## src/rtl/pcm_pkg.sv

```systemverilog
package pcm_pkg;

    // Which parts and data paths an access uses.
    typedef struct packed {
        logic lo_dev;    // low-byte flash part of the pair
        logic hi_dev;    // high-byte flash part of the pair
        logic attr;      // attribute memory
        logic lane_lo;   // low bus <-> data 7..0
        logic lane_hi;   // high bus <-> data 15..8
        logic lane_swap; // high bus <-> data 7..0
    } route_t;

    localparam route_t ROUTE_NONE = '0;

endpackage

```

## src/rtl/pcm_seg_decode.sv

```systemverilog
module pcm_seg_decode #(
    parameter int SEG_COUNT = 10,
    parameter int IDX_W     = 4
) (
    input  logic [IDX_W-1:0]     seg_idx,
    input  logic                 lo_req,
    input  logic                 hi_req,
    output logic                 in_range,
    output logic [SEG_COUNT-1:0] ce_lo_n,
    output logic [SEG_COUNT-1:0] ce_hi_n
);

    localparam int IDX_SPAN = 1 << IDX_W;

    initial begin
        if (SEG_COUNT > IDX_SPAN || SEG_COUNT < 1)
            $error("pcm_seg_decode: SEG_COUNT does not fit the index width");
    end

    always_comb begin
        in_range = (int'(seg_idx) < SEG_COUNT);
    end

    for (genvar g = 0; g < SEG_COUNT; g++) begin : g_pair
        logic hit;
        always_comb begin
            hit        = (seg_idx == IDX_W'(g));
            ce_lo_n[g] = !(lo_req && hit);
            ce_hi_n[g] = !(hi_req && hit);
        end
    end

endmodule

```

## src/rtl/pcm_lane_decode.sv

```systemverilog
module pcm_lane_decode
    import pcm_pkg::*;
(
    input  logic   ce1_n,
    input  logic   ce2_n,
    input  logic   reg_n,
    input  logic   a0,
    input  logic   in_range,
    output route_t route
);

    logic word_acc;
    logic low_only;
    logic high_only;

    always_comb begin
        word_acc  = !ce1_n && !ce2_n;
        low_only  = !ce1_n &&  ce2_n;
        high_only =  ce1_n && !ce2_n;
        route     = ROUTE_NONE;
        if (!reg_n) begin
            // attribute space: even bytes only, on the low lane
            if (word_acc || (low_only && !a0)) begin
                route.attr    = 1'b1;
                route.lane_lo = 1'b1;
            end
        end else if (in_range) begin
            if (word_acc) begin
                route.lo_dev  = 1'b1;
                route.hi_dev  = 1'b1;
                route.lane_lo = 1'b1;
                route.lane_hi = 1'b1;
            end else if (low_only) begin
                if (a0) begin
                    route.hi_dev    = 1'b1;
                    route.lane_swap = 1'b1;
                end else begin
                    route.lo_dev  = 1'b1;
                    route.lane_lo = 1'b1;
                end
            end else if (high_only) begin
                route.hi_dev  = 1'b1;
                route.lane_hi = 1'b1;
            end
        end
    end

endmodule

```

## src/rtl/pcm_xcvr_ctl.sv

```systemverilog
module pcm_xcvr_ctl
    import pcm_pkg::*;
(
    input  route_t route,
    input  logic   oe_n,
    input  logic   we_n,
    output logic   lo_en_n,
    output logic   hi_en_n,
    output logic   swap_en_n,
    output logic   to_host
);

    logic one_strobe;
    logic any_lane;

    always_comb begin
        one_strobe = oe_n ^ we_n;
        any_lane   = route.lane_lo || route.lane_hi || route.lane_swap;
        lo_en_n    = !(route.lane_lo   && one_strobe);
        hi_en_n    = !(route.lane_hi   && one_strobe);
        swap_en_n  = !(route.lane_swap && one_strobe);
        to_host    = !oe_n && we_n && any_lane;
    end

endmodule

```

## src/rtl/pcm_card_ctrl.sv

```systemverilog
module pcm_card_ctrl
    import pcm_pkg::*;
#(
    parameter int SEG_COUNT = 10,
    parameter int HADDR_W   = 24,
    parameter int DEV_AW    = 19,
    parameter int ATTR_AW   = 9
) (
    input  logic                 clk,
    input  logic                 rst_n,
    input  logic [HADDR_W-1:0]   host_addr,
    input  logic                 ce1_n,
    input  logic                 ce2_n,
    input  logic                 reg_n,
    input  logic                 oe_n,
    input  logic                 we_n,
    input  logic                 wp_sw,
    output logic [SEG_COUNT-1:0] flash_ce_lo_n,
    output logic [SEG_COUNT-1:0] flash_ce_hi_n,
    output logic                 attr_ce_n,
    output logic [DEV_AW-1:0]    dev_addr,
    output logic [ATTR_AW-1:0]   attr_addr,
    output logic                 mem_oe_n,
    output logic                 mem_we_n,
    output logic                 xcv_lo_en_n,
    output logic                 xcv_hi_en_n,
    output logic                 xcv_swap_en_n,
    output logic                 xcv_to_host,
    output logic                 wp_stat
);

    localparam int IDX_LSB = DEV_AW + 1;
    localparam int IDX_W   = HADDR_W - IDX_LSB;

    typedef struct packed {
        logic [SEG_COUNT-1:0] ce_lo_n;
        logic [SEG_COUNT-1:0] ce_hi_n;
        logic                 attr_ce_n;
        logic [DEV_AW-1:0]    dev_addr;
        logic [ATTR_AW-1:0]   attr_addr;
        route_t               route;
        logic                 we_low;
        logic                 oe_n;
        logic                 we_n;
        logic                 x_lo_n;
        logic                 x_hi_n;
        logic                 x_sw_n;
        logic                 to_host;
        logic                 wp;
    } state_t;

    localparam state_t STATE_RST = '{
        ce_lo_n:   '1,
        ce_hi_n:   '1,
        attr_ce_n: 1'b1,
        dev_addr:  '0,
        attr_addr: '0,
        route:     ROUTE_NONE,
        we_low:    1'b0,
        oe_n:      1'b1,
        we_n:      1'b1,
        x_lo_n:    1'b1,
        x_hi_n:    1'b1,
        x_sw_n:    1'b1,
        to_host:   1'b0,
        wp:        1'b0
    };

    state_t state_d, state_q;

    logic                 card_sel;
    logic                 in_range;
    logic                 hold;
    route_t               route_raw;
    route_t               route_new;
    route_t               route_use;
    logic [SEG_COUNT-1:0] seg_lo_n;
    logic [SEG_COUNT-1:0] seg_hi_n;
    logic                 x_lo_n, x_hi_n, x_sw_n, x_to_host;

    always_comb begin
        card_sel  = !ce1_n || !ce2_n;
        route_new = card_sel ? route_raw : ROUTE_NONE;
        hold      = !we_n && state_q.we_low;
        route_use = hold ? state_q.route : route_new;
    end

    pcm_seg_decode #(
        .SEG_COUNT (SEG_COUNT),
        .IDX_W     (IDX_W)
    ) u_seg (
        .seg_idx  (host_addr[HADDR_W-1:IDX_LSB]),
        .lo_req   (route_new.lo_dev),
        .hi_req   (route_new.hi_dev),
        .in_range (in_range),
        .ce_lo_n  (seg_lo_n),
        .ce_hi_n  (seg_hi_n)
    );

    pcm_lane_decode u_lane (
        .ce1_n    (ce1_n),
        .ce2_n    (ce2_n),
        .reg_n    (reg_n),
        .a0       (host_addr[0]),
        .in_range (in_range),
        .route    (route_raw)
    );

    pcm_xcvr_ctl u_xcvr (
        .route     (route_use),
        .oe_n      (oe_n),
        .we_n      (we_n),
        .lo_en_n   (x_lo_n),
        .hi_en_n   (x_hi_n),
        .swap_en_n (x_sw_n),
        .to_host   (x_to_host)
    );

    always_comb begin
        state_d         = state_q;
        state_d.we_low  = !we_n;
        state_d.oe_n    = oe_n;
        state_d.we_n    = we_n || wp_sw;
        state_d.wp      = wp_sw;
        state_d.x_lo_n  = x_lo_n;
        state_d.x_hi_n  = x_hi_n;
        state_d.x_sw_n  = x_sw_n;
        state_d.to_host = x_to_host;
        if (!hold) begin
            state_d.ce_lo_n   = seg_lo_n;
            state_d.ce_hi_n   = seg_hi_n;
            state_d.attr_ce_n = !route_new.attr;
            state_d.dev_addr  = host_addr[DEV_AW:1];
            state_d.attr_addr = host_addr[ATTR_AW:1];
            state_d.route     = route_new;
        end
    end

    always_ff @(posedge clk or negedge rst_n) begin
        if (!rst_n) state_q <= STATE_RST;
        else        state_q <= state_d;
    end

    assign flash_ce_lo_n = state_q.ce_lo_n;
    assign flash_ce_hi_n = state_q.ce_hi_n;
    assign attr_ce_n     = state_q.attr_ce_n;
    assign dev_addr      = state_q.dev_addr;
    assign attr_addr     = state_q.attr_addr;
    assign mem_oe_n      = state_q.oe_n;
    assign mem_we_n      = state_q.we_n;
    assign xcv_lo_en_n   = state_q.x_lo_n;
    assign xcv_hi_en_n   = state_q.x_hi_n;
    assign xcv_swap_en_n = state_q.x_sw_n;
    assign xcv_to_host   = state_q.to_host;
    assign wp_stat       = state_q.wp;

    // deselected, no write pulse -> nothing enabled next cycle
    a_r2_idle_no_ce: assert property (@(posedge clk) disable iff (!rst_n)
        (ce1_n && ce2_n && we_n) |=> (&flash_ce_lo_n && &flash_ce_hi_n && attr_ce_n));

    // at most one pair is ever enabled
    a_r3_one_pair: assert property (@(posedge clk) disable iff (!rst_n)
        $onehot0(~flash_ce_lo_n) && $onehot0(~flash_ce_hi_n));

    // attribute access never overlaps a flash enable, never uses high lanes
    a_r7_attr_excl: assert property (@(posedge clk) disable iff (!rst_n)
        !attr_ce_n |-> (&flash_ce_lo_n && &flash_ce_hi_n && xcv_hi_en_n && xcv_swap_en_n));

    // protect switch blocks the write strobe
    a_r9_wp_blocks: assert property (@(posedge clk) disable iff (!rst_n)
        wp_sw |=> mem_we_n);

    // both strobes low -> no transceiver drives
    a_r10_no_contend: assert property (@(posedge clk) disable iff (!rst_n)
        (!oe_n && !we_n) |=> (xcv_lo_en_n && xcv_hi_en_n && xcv_swap_en_n && !xcv_to_host));

    // selection frozen inside a write pulse
    a_r11_hold_sel: assert property (@(posedge clk) disable iff (!rst_n)
        (!we_n && state_q.we_low) |=> ($stable(flash_ce_lo_n) && $stable(flash_ce_hi_n)
                                       && $stable(attr_ce_n) && $stable(dev_addr)));

    // read strobe passes through one cycle late
    a_r12_oe_follow: assert property (@(posedge clk) disable iff (!rst_n)
        oe_n |=> mem_oe_n);

endmodule

```

## config.mk

```make
export PLATFORM = sky130hd
export DESIGN_NAME = pcm_card_ctrl
export DESIGN_NICKNAME = d
export VERILOG_FILES = /design/src/rtl/pcm_pkg.sv /design/src/rtl/pcm_seg_decode.sv /design/src/rtl/pcm_lane_decode.sv /design/src/rtl/pcm_xcvr_ctl.sv /design/src/rtl/pcm_card_ctrl.sv
export SDC_FILE = /design/constraint.sdc
export NUM_CORES = 1
export LEC_CHECK = 0
export BUFFER_PORTS_ARGS = -buffer_cell sky130_fd_sc_hd__clkbuf_2
export CAP_MARGIN = 20
export CORE_ASPECT_RATIO = 1.5
export CORE_UTILIZATION = 44
export CTS_BUF_LIST = sky130_fd_sc_hd__clkbuf_8 sky130_fd_sc_hd__clkbuf_16
export DETAILED_ROUTE_END_ITERATION = 8
export GPL_TIMING_DRIVEN = 0
export PLACE_DENSITY = 0.75
export SLEW_MARGIN = 20
export SYNTH_ARGS = -nofsm -noshare
export SYNTH_HDL_FRONTEND = slang
export SYNTH_SLANG_ARGS = --single-unit
```

## constraint.sdc

```tcl
create_clock -name clk -period 1.21 [get_ports clk]
set_input_delay 0.121 -clock clk [delete_from_list [all_inputs] [get_ports clk]]
set_output_delay 0.121 -clock clk [all_outputs]
set_load 0.02 [all_outputs]
```

==> summary.md <==
| Metric | Value |
|---|---|
| Antenna-violating nets left | 0 |
| Final WS setup | 32.8 ps |
| Worst path top cell family by delay | flip-flops |
| Initial Util | 46.4% |
| Post-synth top cells | nand2_1 (61), buf_4 (49), nor2_1 (27) |
| GP Congestion | 0.811 |
| Largest net degree at the start of global routing | 52 |
| Avg Synthesized Cell Area | 9.78 sq um |
| Min Tclk post-route | 1180 ps |
| Setup tns final | 0 ps |
| Max-slew headroom | 54.6% |
| Net Count, Synth | 280 |
| Unrepaired setup endpoints after global routing | yes |
| Number of antenna violations at the first check in global routing | 0 |
| Layout cells sized above 1 | 53.2% |
| Fmax | 850 MHz |
| Cell area after synthesis | 2420 sq um |
| Clock H-tree levels | 2 |
| Post-synth cell types | 28 |
| CP Launch Type | flip-flop |
| Core Region | 5200 sq um |
| Seq/Total Area, Yosys | 54.2% |
| Worst slack at placement | -209 ps |
| Die X | 62.5 um |
| Largest stage delay on the critical path | 540 ps |
| # rows | 32 |
| Diode count | 0 |
| WP buf/inv | 2 |
| Drt drc | 0 |
| Max Fanout on Critical Path | 2 |
| Count leader, synth | nand2_1 |
| Crit-path slowest cell | dfstp_2 |
| Setup violators final | 0 |
| Nets | 378 |
| Critical path class | flip-flop to primary output |
| Final Slew Violations | 0 |
| Die Footprint | 5800 sq um |
| First-pass iteration count of the detailed router | 4 |
| Total Wirelength | 5090 um |
| Final hold vios | 0 |
| Mapped Cells | 247 |
| Max Cap Viol | 0 |
| Via count | 1917 |
| PortBufs | 87 |
| CTS Buf Count | 5 |
| Lkg Pwr | 0.00163 uW |
| Final instance area | 3190 sq um |
| Crit share post-route | 97.3% |
| Post-synth ARST share | 100% |
| Clock tree root buffer cell | clkbuf_8 |
| P per Cell Area | 1110 nW/um^2 |
| Vias in the first global route | 1753 |
| Top cells by area, synth | dfstp_2 (28%), dfrtp_1 (26%), buf_4 (15%), nand2_1 (9.5%), a31oi_1 (5.2%) |
| Clk sinks | 51 |
| Yosys warnings | 0 |
| Clock Path Buffers | 2 |
| First-pass GRT wire length | 8000 um |
| Worst-margin pin slew | 681 ps |
| CTS tree | yes |
| Worst VDD drop | 0.000696 V |
| Hold WS | 15.7 ps |
| Layout area overhead | 32.2% |
| CP arrival | 1060 ps |
| Vias per cell | 4.63 |
| Req. time, crit path | 1090 ps |
| # IOs | 88 |
| Initial drt markers | 53 |
| Top cell type's share of synthesized area | 28.3% |
| Clk slew on worst S/H paths | 80 ps |
| Clk_lat worst skew | 290 ps |
| Hold Path Class | primary input to flip-flop |
| Avg WL per Cell | 12.3 um |
| Post-DP HPWL | 3670 um |
| Post-synthesis register bit count | 51 |
| GRT overflow | 0 |
| Global Route Usage Sum | 17.6% |
| EDFF count, synth | 0 |
| Cell mode on critical path | buf_4 |
| Die Height | 92.8 um |
| Fin Clk Skew | 2.00 ps |
| Commonest register cell after synthesis | dfstp_2 |
| Synth area leader | dfstp_2 |
| CP endpoint kind | primary output |
| Status | complete, no violations |
| Post-DP Area | 2950 sq um |
| CP Cell Sequence | buf_4 -> buf_4 |
-- where the power goes --
group / internal [uW] / switching (uW) / total (uW)
registers: 1800 / 48.4 / 1850
clock network: 514 / 514 / 1030
logic: 301 / 380 / 680
total: 2620 / 942 / 3560
-- state kept, by name (all words and copies together) (netlist names), 4 cells and up --
signal / count
flash_ce_hi_n: 10
state_q: 4
dev_addr: 19
flash_ce_lo_n: 10
-- cell usage in the layout, fill, tap and decap left out, drive strengths merged --
cell	n
clkbuf	78
buf	76
nand2	61
nor2	27
dfstp	26
dfrtp	25
a31oi	20
inv	5
dlygate4sd3	3
nand2b	3
nor2b	3
nand4	2
and3b	2
a21oi	2
a21o	2
or2	1
o21ai	1
o211ai	1
a31o	1
o2111a	1
o31a	1
and4	1
and4b	1
and2	1
nor4b	1
ha	1
-- cell families (layout without fill, tap and decap cells) --
family	Yosys count	count (layout)	synth area share (%)
and+or+nand+nor	103	103	19.1
DFF	51	51	54.2
AOI/OAI and AO/OA	29	29	7.92
buffers and inverters	63	162	18.3
adders and majority gates	1	1	0.518
-- per-stage QoR --
stage               total power [uW]  instances  util, %
floorplan                       2290        247        -
global placement                2520        402     56.6
detailed placement              2540        402     56.6
CTS                             3590        413     59.8
global route                    3720        414     61.4
finish                          3560        414     61.4
-- path summary, 6_finish.rpt --
path,startpoint,to,slack [ps],depth (start not counted)
min,host_addr[17],dev_addr[16],20,3
max reg2reg,state_q[7],xcv_to_host,30,3
min in group asynchronous,rst_n,dev_addr[10],450,2
max,flash_ce_lo_n[3],flash_ce_lo_n[3],30,2
max in group asynchronous,rst_n,state_q[9],310,2
min reg2reg,dev_addr[16],dev_addr[16],470,2
-- metal layers --
| layer | global-route usage [%] | vias to the layer above | share of wire [%] |
|---|---|---|---|
| li1 | - | 945 | - |
| met1 | 20.5 | 911 | 41 |
| met2 | 31.8 | 48 | 53 |
| met3 | 2.59 | 13 | 3.5 |
| met4 | 7.17 | 0 | 2.8 |
| met5 | 0 | - | 0 |
-- final cells by class --
class	count	area, sq um
buffer	56	400
clock buffer	7	96.3
clock inverter	1	3.75
fill	479	2010
inverter	4	15.0
multi-input combinational	133	686
sequential	51	1310
tap	68	85.1
timing repair buffer	94	599
-- worst min-delay path: stages --
cell,delay [ps]
clkbuf_2,70
nand2_1,40
nand2_1,50
-- what timing repair did --
| action | CTS | global route |
|---|---|---|
| buffers inserted | 3 | 2 |
| setup endpoints to repair | 14 | 37 |
| hold endpoints to repair | 27 | 0 |
| hold buffers | 3 | 0 |
| gates resized for setup | 8 | 42 |
| pin swaps | 4 | 2 |
Note: power is estimated with default switching activity, not from simulation.
